--- src/rtl/lcs_pkg.sv ---
package lcs_pkg;
    typedef enum logic [1:0] {
        KIND_READ  = 2'd0,
        KIND_FULL  = 2'd1,
        KIND_MASK  = 2'd2,
        KIND_RMW   = 2'd3
    } cmd_kind_e;
endpackage

--- src/rtl/lcs_mask_gen.sv ---
module lcs_mask_gen #(
    parameter int LINE_BYTES = 128,
    localparam int OFF_W = $clog2(LINE_BYTES)
) (
    input  logic [OFF_W-1:0]      lo,
    input  logic [OFF_W-1:0]      hi,
    output logic [LINE_BYTES-1:0] be,
    output logic [OFF_W:0]        count
);
    // one enable per byte lane: inside the inclusive window [lo, hi]
    for (genvar i = 0; i < LINE_BYTES; i++) begin : g_lane
        assign be[i] = (OFF_W'(i) >= lo) && (OFF_W'(i) <= hi);
    end

    assign count = {1'b0, hi} - {1'b0, lo} + 1'b1;
endmodule

--- src/rtl/lcs_classify.sv ---
module lcs_classify
    import lcs_pkg::*;
#(
    parameter int LINE_BYTES = 128,
    parameter int RMW_MIN    = 16,
    localparam int OFF_W = $clog2(LINE_BYTES)
) (
    input  logic            is_write,
    input  logic [OFF_W:0]  count,
    output cmd_kind_e       kind
);
    always_comb begin
        if (!is_write)
            kind = KIND_READ;
        else if (count == (OFF_W+1)'(LINE_BYTES))
            kind = KIND_FULL;
        else if (count >= (OFF_W+1)'(RMW_MIN))
            kind = KIND_MASK;
        else
            kind = KIND_RMW;
    end
endmodule

--- src/rtl/lcs_bank_map.sv ---
module lcs_bank_map #(
    parameter int NUM_BANKS = 16,
    localparam int BANK_W = $clog2(NUM_BANKS)
) (
    input  logic [BANK_W-1:0] line_low,
    output logic [BANK_W-1:0] bank
);
    // banks interleave per line: the low line-number bits pick the bank
    assign bank = line_low;
endmodule

--- src/rtl/line_cmd_splitter.sv ---
module line_cmd_splitter
    import lcs_pkg::*;
#(
    parameter int ADDR_W     = 32,
    parameter int LEN_W      = 16,
    parameter int LINE_BYTES = 128,
    parameter int NUM_BANKS  = 16,
    parameter int RMW_MIN    = 16,
    localparam int OFF_W  = $clog2(LINE_BYTES),
    localparam int BANK_W = $clog2(NUM_BANKS),
    localparam int LINE_W = ADDR_W - OFF_W
) (
    input  logic                  clk,
    input  logic                  rst_n,
    input  logic                  req_valid,
    output logic                  req_ready,
    input  logic [ADDR_W-1:0]     req_addr,
    input  logic [LEN_W-1:0]      req_len,
    input  logic                  req_write,
    output logic                  cmd_valid,
    input  logic                  cmd_ready,
    output logic [ADDR_W-1:0]     cmd_addr,
    output logic [1:0]            cmd_kind,
    output logic [BANK_W-1:0]     cmd_bank,
    output logic [LINE_BYTES-1:0] cmd_be,
    output logic                  cmd_last
);
    typedef struct packed {
        logic              busy;
        logic              write;
        logic [ADDR_W-1:0] cur;   // next byte to cover
        logic [ADDR_W-1:0] fin;   // last byte of the transfer (inclusive)
    } state_t;

    state_t st_q, st_d;

    logic [LINE_W-1:0] cur_line, fin_line;
    logic              on_last;
    logic [OFF_W-1:0]  lo, hi;
    logic [OFF_W:0]    count;
    cmd_kind_e         kind;

    assign cur_line = st_q.cur[ADDR_W-1:OFF_W];
    assign fin_line = st_q.fin[ADDR_W-1:OFF_W];
    assign on_last  = (cur_line == fin_line);
    assign lo       = st_q.cur[OFF_W-1:0];
    assign hi       = on_last ? st_q.fin[OFF_W-1:0] : {OFF_W{1'b1}};

    lcs_mask_gen #(.LINE_BYTES(LINE_BYTES)) mask_i (
        .lo    (lo),
        .hi    (hi),
        .be    (cmd_be),
        .count (count)
    );

    lcs_classify #(.LINE_BYTES(LINE_BYTES), .RMW_MIN(RMW_MIN)) class_i (
        .is_write (st_q.write),
        .count    (count),
        .kind     (kind)
    );

    lcs_bank_map #(.NUM_BANKS(NUM_BANKS)) bank_i (
        .line_low (cur_line[BANK_W-1:0]),
        .bank     (cmd_bank)
    );

    assign req_ready = !st_q.busy;
    assign cmd_valid = st_q.busy;
    assign cmd_addr  = {cur_line, {OFF_W{1'b0}}};
    assign cmd_kind  = kind;
    assign cmd_last  = on_last;

    always_comb begin
        st_d = st_q;
        if (!st_q.busy) begin
            if (req_valid && (req_len != '0)) begin
                st_d.busy  = 1'b1;
                st_d.write = req_write;
                st_d.cur   = req_addr;
                st_d.fin   = req_addr + ADDR_W'(req_len) - 1'b1;
            end
        end else if (cmd_ready) begin
            if (on_last)
                st_d.busy = 1'b0;
            else
                st_d.cur = {cur_line + 1'b1, {OFF_W{1'b0}}};
        end
    end

    always_ff @(posedge clk) begin
        if (!rst_n)
            st_q <= '0;
        else
            st_q <= st_d;
    end

    // a held command does not move
    p_hold_r8: assert property (@(posedge clk) disable iff (!rst_n)
        cmd_valid && !cmd_ready |=> cmd_valid && $stable(cmd_addr) && $stable(cmd_be)
                                    && $stable(cmd_kind) && $stable(cmd_last));

    // banks step by one through a transfer
    p_bank_step_r6: assert property (@(posedge clk) disable iff (!rst_n)
        cmd_valid && cmd_ready && !cmd_last |=> cmd_bank == $past(cmd_bank) + 1'b1);

    // a plain write has every lane enabled
    p_full_r2: assert property (@(posedge clk) disable iff (!rst_n)
        cmd_valid && cmd_kind == 2'd1 |-> &cmd_be);

    // a read-modify-write touches fewer than RMW_MIN bytes
    p_rmw_r4: assert property (@(posedge clk) disable iff (!rst_n)
        cmd_valid && cmd_kind == 2'd3 |-> $countones(cmd_be) < RMW_MIN);

    // a byte-masked write lies between the threshold and a full line
    p_masked_r3: assert property (@(posedge clk) disable iff (!rst_n)
        cmd_valid && cmd_kind == 2'd2 |-> ($countones(cmd_be) >= RMW_MIN) && !(&cmd_be));

    // every non-final command reaches the top lane
    p_edge_r7: assert property (@(posedge clk) disable iff (!rst_n)
        cmd_valid && !cmd_last |-> cmd_be[LINE_BYTES-1]);

    // the block is free again right after the final command leaves
    p_free_r10: assert property (@(posedge clk) disable iff (!rst_n)
        cmd_valid && cmd_ready && cmd_last |=> req_ready);

    // a zero-length request issues nothing
    p_zero_r9: assert property (@(posedge clk) disable iff (!rst_n)
        req_valid && req_ready && req_len == '0 |=> !cmd_valid);
endmodule

--- config.mk ---
export PLATFORM = sky130hd
export DESIGN_NAME = line_cmd_splitter
export DESIGN_NICKNAME = d
export VERILOG_FILES = /design/src/rtl/lcs_pkg.sv /design/src/rtl/lcs_mask_gen.sv /design/src/rtl/lcs_classify.sv /design/src/rtl/lcs_bank_map.sv /design/src/rtl/line_cmd_splitter.sv
export SDC_FILE = /design/constraint.sdc
export NUM_CORES = 1
export LEC_CHECK = 0
export BUFFER_PORTS_ARGS = -buffer_cell sky130_fd_sc_hd__buf_4
export CAP_MARGIN = 15
export CORE_MARGIN = 4
export CORE_UTILIZATION = 50
export DETAILED_ROUTE_END_ITERATION = 8
export PLACE_DENSITY = 0.77
export SLEW_MARGIN = 20
export SYNTH_ARGS = -nofsm -noshare
export SYNTH_HDL_FRONTEND = slang
export SYNTH_SLANG_ARGS = --single-unit
--- constraint.sdc ---
create_clock -name clk -period 11.3 [get_ports clk]
set_input_delay 2.26 -clock clk [delete_from_list [all_inputs] [get_ports clk]]
set_output_delay 2.26 -clock clk [all_outputs]
set_load 0.01 [all_outputs]
==> results of run 1 <==
-- worst max-delay path, cell delays in order, from the launching register on --
cell	delay (ns)
dfxtp_1	0.45
xor2_1	0.13
nor4_1	0.32
nand3_1	0.70
nor3_1	0.69
inv_1	0.36
ha_1	0.37
ha_1	0.34
nor2b_1	0.15
o21a_1	0.20
o21a_1	0.20
o21a_1	0.17
nor2_1	0.11
xnor2_1	0.14
nor2_1	0.06
a21boi_0	0.36
buf_4	0.21
-- routing by layer --
layer | GRT usage | share of wire | wire length [µm]
met5 | 0 | 0 | 0
met4 | 0.200 | 0.062 | 2210
met3 | 0.0799 | 0.10 | 3750
met2 | 0.586 | 0.44 | 15800
met1 | 0.466 | 0.39 | 14000
-- registers in the layout (all words and copies together), names as in the netlist --
name and flops:
cmd_valid 1, fin_line 25, lo 7, cmd_addr 25, st_q 8
-- logic make-up (layout without fill, tap and decap cells) --
group | count (synthesis) | in the layout
xor+xnor | 58 | 58
fa+ha+maj | 62 | 62
flops | 66 | 66
simple gates | 426 | 426
buf+inv | 226 | 358
mux | 2 | 2
compound gates | 389 | 389
other cells | 1 | 7
-- layout by cell type, fill, tap and decap left out, drive strengths merged, types with 4 or more instances in the layout --
cell type / count
a211oi: 51
a21boi: 4
a21o: 12
a21oi: 133
a221oi: 35
a22oi: 17
a311oi: 9
a31oi: 7
a32oi: 4
and2: 9
and3: 16
buf: 230
clkbuf: 10
conb: 7
dfxtp: 66
ha: 60
inv: 111
nand2: 142
nand2b: 9
nand3: 29
nand3b: 6
nand4: 9
nor2: 114
nor2b: 12
nor3: 43
nor4: 14
o211ai: 6
o21a: 10
o21ai: 71
o221ai: 4
or3: 11
xnor2: 19
xor2: 39
-- metrics by stage --
step | total power, µW | hold WS [ns]
after floorplan | 566 | 0.441
after global placement | 716 | 0.450
after detailed placement | 721 | 0.460
after CTS | 1000 | 0.466
after global routing | 1060 | 0.479
final | 1010 | 0.464
-- path summary, 6_finish.rpt --
| path | end | from | slack [ns] |
|---|---|---|---|
| hold / removal | fin_line[4] | fin_line[4] | 0.46 |
| setup reg to reg | cmd_addr[28] | cmd_addr[20] | 7.99 |
| hold reg to reg | fin_line[4] | fin_line[4] | 0.46 |
| setup / recovery | cmd_kind[1] | cmd_addr[20] | 3.74 |
-- final cells by class --
class                   count  area [µm²]  area share
clock inverters             6        66.3     0.00668
repair buffers            230        1730       0.174
flip-flops and latches     66        1320       0.133
clock buffers              10         239      0.0241
well taps                 216         270      0.0272
inverters                 112         420      0.0423
multi-input cells         944        5890       0.593
-- power by group through the flow --
stage / clock, µW / sequential (µW) / combinational [µW]
2_1_floorplan: 0 / 276 / 290
3_3_place_gp: 0 / 288 / 428
3_5_place_dp: 0 / 289 / 431
4_1_cts: 283 / 285 / 434
5_1_grt: 293 / 288 / 479
6_report: 282 / 286 / 443
==> out/qor.csv, run 1 <==
metric;value;unit
synthesized area;8200;µm²
Fin Setup TNS;0;ns
Non-Filler Instances;1584;
Int Pwr;606;µW
post-synthesis register bit count;66;
Starting Density;0.513;
pre-CTS setup slack;4.30;ns
clock latency on the worst-skew pair;0.34;ns
CP Class;flop to primary output;
Synth top area share;0.161;
DP Area;9630;µm²
type of element capturing the critical path;primary output;
Post-Layout Inst Area;9930;µm²
I/O Buffers;214;
xor-xnor portion of the synthesized cell area;0.0619;
depth of the most critical reg-to-reg path;9;
minimum clock period;7.56;ns
top post-synthesis cells by count;nand2_1 (142), a21oi_1 (132), nor2_1 (114);
total grt overflow;0;
H-Tree Depth;3;
Hold Crit Class;flop to flop;
core area;16000;µm²
Sw Pwr;406;µW
Post-route DRC;0;
Compound-Gate Fraction of Synth Area;0.307;
Synth Area in Adders;0.0964;
logic gate share of total power;0.438;
WHS Path Cells;2;
top_reg_cell synth;dfxtp_1;
area leader, netlist;dfxtp_1;
Final ANT Viol Nets;0;
filler instances;1555;
via count;10100;
DRT Pass-1 Iters;6;
register clock-pin slew on the reported worst setup and hold paths;0.06;ns
dpl hpwl;27.4;mm
largest net degree at the start of global routing;56;
CP arrival;5.30;ns
Worst-Margin Slew;1.15;ns
net count reported at finish;1478;
Simple-Gate Fraction of Synth Area;0.245;
crit-path max FO;21;
fmax;132;MHz
Clock Power Share;0.279;
die area;18500;µm²
Clock Root Buffer;clkbuf_16;
total track usage;0.369;
Worst IR Drop VDD;0.0000717;V
cts hold-fix bufs;0;
final slew viol count;0;
drt total wl;35.8;mm
Final Cycle Share;0.669;
PostCTS Resize Cnt;0;
share of cells above drive strength 1;0.196;
Layout Area Growth over Synthesis;21.1;%
clk_skew;0.00803;ns
Synth cell types;76;
top-count cell post-synth;nand2_1;
DR iter-0 viols;1547;
post-synthesis mux area share;0.00244;
Final WS setup;3.74;ns
Rel. slew slack;0.230;
Post-CTS Setup Bufs;0;
critical path required time;9.04;ns
Fin. Hold Viols;0;
top area cells in the synthesized netlist;dfxtp_1 (16%), ha_1 (9.2%), a21oi_1 (8.1%), nand2_1 (6.5%), nor2_1 (5.2%);
first-pass GRT wire length;53.7;mm
Die Span Y;136;µm
proportion of power drawn by flip-flops and latches;0.283;
# Max-Cap Violations;0;
RSZ-0062 raised after global routing;false;
Rows;46;
CTS buffer count;9;
vias in the first global route;9397;
Pwr Density;102;nW/µm²
CTS tree;built;
Pleak;0.00438;µW
Clock Path Buffers;2;
# setup viols final;0;
critical path startpoint category;flop;
switching share of power;0.401;
antenna cells;0;
utilization after layout;0.621;
largest family of logic cells by synthesized area;compound AO/OA/AOI/OAI gates;
Avg WL per Cell;22.6;µm
number of synthesized flops with an enable pin;0;
mean area per synthesized cell;6.67;µm²
routability cong.;1.03;
Seq/Total Area, Yosys;0.161;
Post-synth ARST share;0;
Top-Level Pins;222;
antenna violations before repair;0;
synth warn;0;
Synth Instances;1230;
Placed Instances;1568;
CTS Sinks;66;
post-DR vias/cell;6.39;
Die Wd;136;µm
status;finished clean;
Note: power is estimated with default switching activity, not from simulation.
==> run 2: changes to the inputs <==
==> constraint.sdc (replaced) <==
create_clock -name clk -period 7.5 [get_ports clk]
set_input_delay 1.5 -clock clk [delete_from_list [all_inputs] [get_ports clk]]
set_output_delay 1.5 -clock clk [all_outputs]
set_load 0.01 [all_outputs]
==> run 2 against run 1 <==
Against the previous run:
- cell count grew 0.13%
- first-iteration DRC count fell by 3.7%
- worst setup slack worse by 2.9 ns
- highest routed layer unchanged
- largest cell class unchanged
- sequential cell count unchanged
- sequential power grew 51%
- die area unchanged
- utilization up 0.48 points
- wire length is 1.0% higher
- total power rose by 60%
- cell area is 0.77% higher
- global-route usage up 0.29 points
==> out/qor.csv, run 2 (same netlist as run 1, synthesis figures left out) <==
metric;value;unit;change
Clock Root Buffer;clkbuf_16;;
Rows;46;;unchanged
clock latency on the worst-skew pair;0.33;ns;about the same
H-Tree Depth;3;;unchanged
CP delay by family, top;simple AND/OR/NAND/NOR gates;;
routability cong.;1.03;;-0.32%
dpl hpwl;27.5;mm;+0.47%
share of cells above drive strength 1;0.197;;+0.00117
crit-path max FO;12;;-43%
I/O Buffers;214;;unchanged
Starting Density;0.513;;unchanged
Clock Path Buffers;2;;unchanged
status;finished clean;;
CTS buffer count;9;;unchanged
logic gate share of total power;0.414;;-0.024
Non-Filler Instances;1586;;+0.13%
# Max-Cap Violations;0;;unchanged
largest net degree at the start of global routing;55;;-1.8%
antenna violations before repair;0;;unchanged
CTS tree;built;;
PostCTS Resize Cnt;0;;unchanged
critical path startpoint category;flop;;
type of element capturing the critical path;primary output;;
DP Area;9640;µm²;+0.16%
crit path buf inv count;2;;unchanged
Slowest cell on crit path;nor3_1;;
Worst-Margin Slew;1.24;ns;+0.0922 ns
# setup viols final;0;;unchanged
total grt overflow;0;;unchanged
antenna cells;0;;unchanged
total track usage;0.372;;+0.00288
die area;18500;µm²;unchanged
drt total wl;36.2;mm;+1.0%
Fin Setup TNS;0;ns;unchanged
most common cell after layout, fill and taps aside;buf_4;;
Int Pwr;1010;µW;+66%
via count;10200;;+0.90%
DRT Pass-1 Iters;9;;+3
net count reported at finish;1480;;+0.14%
minimum clock period;6.63;ns;
Placed Instances;1570;;+0.13%
vias in the first global route;9442;;+0.48%
Clock Power Share;0.319;;+0.040
CP arrival;5.13;ns;-0.17 ns
Post-CTS Setup Bufs;0;;unchanged
DR iter-0 viols;1490;;-3.7%
switching share of power;0.379;;-0.0221
Die Wd;136;µm;unchanged
Sw Pwr;614;µW;+51%
Hold Crit Class;flop to flop;;
CTS Sinks;66;;unchanged
CP most frequent cell;o21a_1;;
Fin. Hold Viols;0;;unchanged
clk_skew;0.00594;ns;-0.00209 ns
crit-path max cell delay;0.73;ns;+0.03 ns
first-pass GRT wire length;54.1;mm;+0.80%
CP Class;flop to primary output;;
fmax;151;MHz;
register clock-pin slew on the reported worst setup and hold paths;0.06;ns;about the same
utilization after layout;0.626;;+0.00477
Cell Chain, Critical Path;xor2_1 -> nor4_1 -> nand4_1 -> nor3_1 -> inv_1 -> ha_1 -> ha_1 -> nor2b_1 -> o21a_1 -> o21a_1 -> o21a_1 -> nor2_1 -> xnor2_1 -> nor2_1 -> a21boi_0 -> buf_4;;
Die Span Y;136;µm;unchanged
Pwr Density;162;nW/µm²;+59%
Top-Level Pins;222;;unchanged
critical path required time;6.00;ns;-3.04 ns
Post-route DRC;0;;unchanged
proportion of power drawn by flip-flops and latches;0.267;;-0.016
post-DR vias/cell;6.44;;+0.77%
Avg WL per Cell;22.8;µm;+0.92%
Final ANT Viol Nets;0;;unchanged
RSZ-0062 raised after global routing;false;;
cts hold-fix bufs;0;;unchanged
Layout Area Growth over Synthesis;22.0;%;
most frequent cells in the layout;buf_4 (232), nand2_1 (142), a21oi_1 (132);;
Pleak;0.00442;µW;+0.97%
final slew viol count;0;;unchanged
filler instances;1565;;+0.64%
Worst IR Drop VDD;0.000115;V;+60%
Rel. slew slack;0.168;;-0.0625
Final Cycle Share;0.885;;
Post-Layout Inst Area;10000;µm²;+0.77%
core area;16000;µm²;unchanged
[run 2: power groups by stage]
stage | combinational, µW | clock, µW | sequential, µW
final | 671 | 517 | 432
after detailed placement | 652 | 0 | 437
after CTS | 656 | 519 | 430
after global placement | 647 | 0 | 434
after floorplan | 437 | 0 | 416
after global routing | 726 | 535 | 435
[run 2: stage by stage]
step           setup WS (ns)  total power [µW]  hold slack, ns
2_1_floorplan           2.40               853           0.441
3_3_place_gp            1.63              1080           0.452
3_5_place_dp            1.35              1090           0.463
4_1_cts                0.988              1600           0.469
5_1_grt                0.569              1700           0.490
6_report               0.866              1620           0.468
[run 2: worst paths after layout]
kind,from,endpoint,cells after the start,slack [ns]
min,st_q[64],st_q[64],2,0.47
max,cmd_addr[17],cmd_kind[1],16,0.87
min reg2reg,st_q[64],st_q[64],2,0.47
max reg2reg,cmd_addr[17],cmd_addr[28],10,4.19
[run 2: layout make-up]
class | instances | area, µm² | share of cell area
clock buffer | 9 | 225 | 0.0225
inverter | 112 | 420 | 0.0420
multi-input combinational | 944 | 5890 | 0.588
timing repair buffer | 232 | 1740 | 0.174
clock inverter | 7 | 141 | 0.0141
sequential | 66 | 1320 | 0.132
tap | 216 | 270 | 0.0270
[run 2: per-layer routing]
metal | global-route usage | routed length (µm)
met1 | 0.466 | 13800
met2 | 0.601 | 16300
met3 | 0.0751 | 4060
met4 | 0.199 | 1960
met5 | 0 | 0
[run 2: worst reg2reg max path: stages (launching register included)]
cell and delay, ns:
dfxtp_1 0.47, xor2_1 0.11, nor4_1 0.37, nand4_1 0.50, buf_4 0.37, o21ai_1 0.14
buf_4 0.26, and2_2 0.46, nor3_1 0.15, xor2_1 0.17, a22o_1 0.20
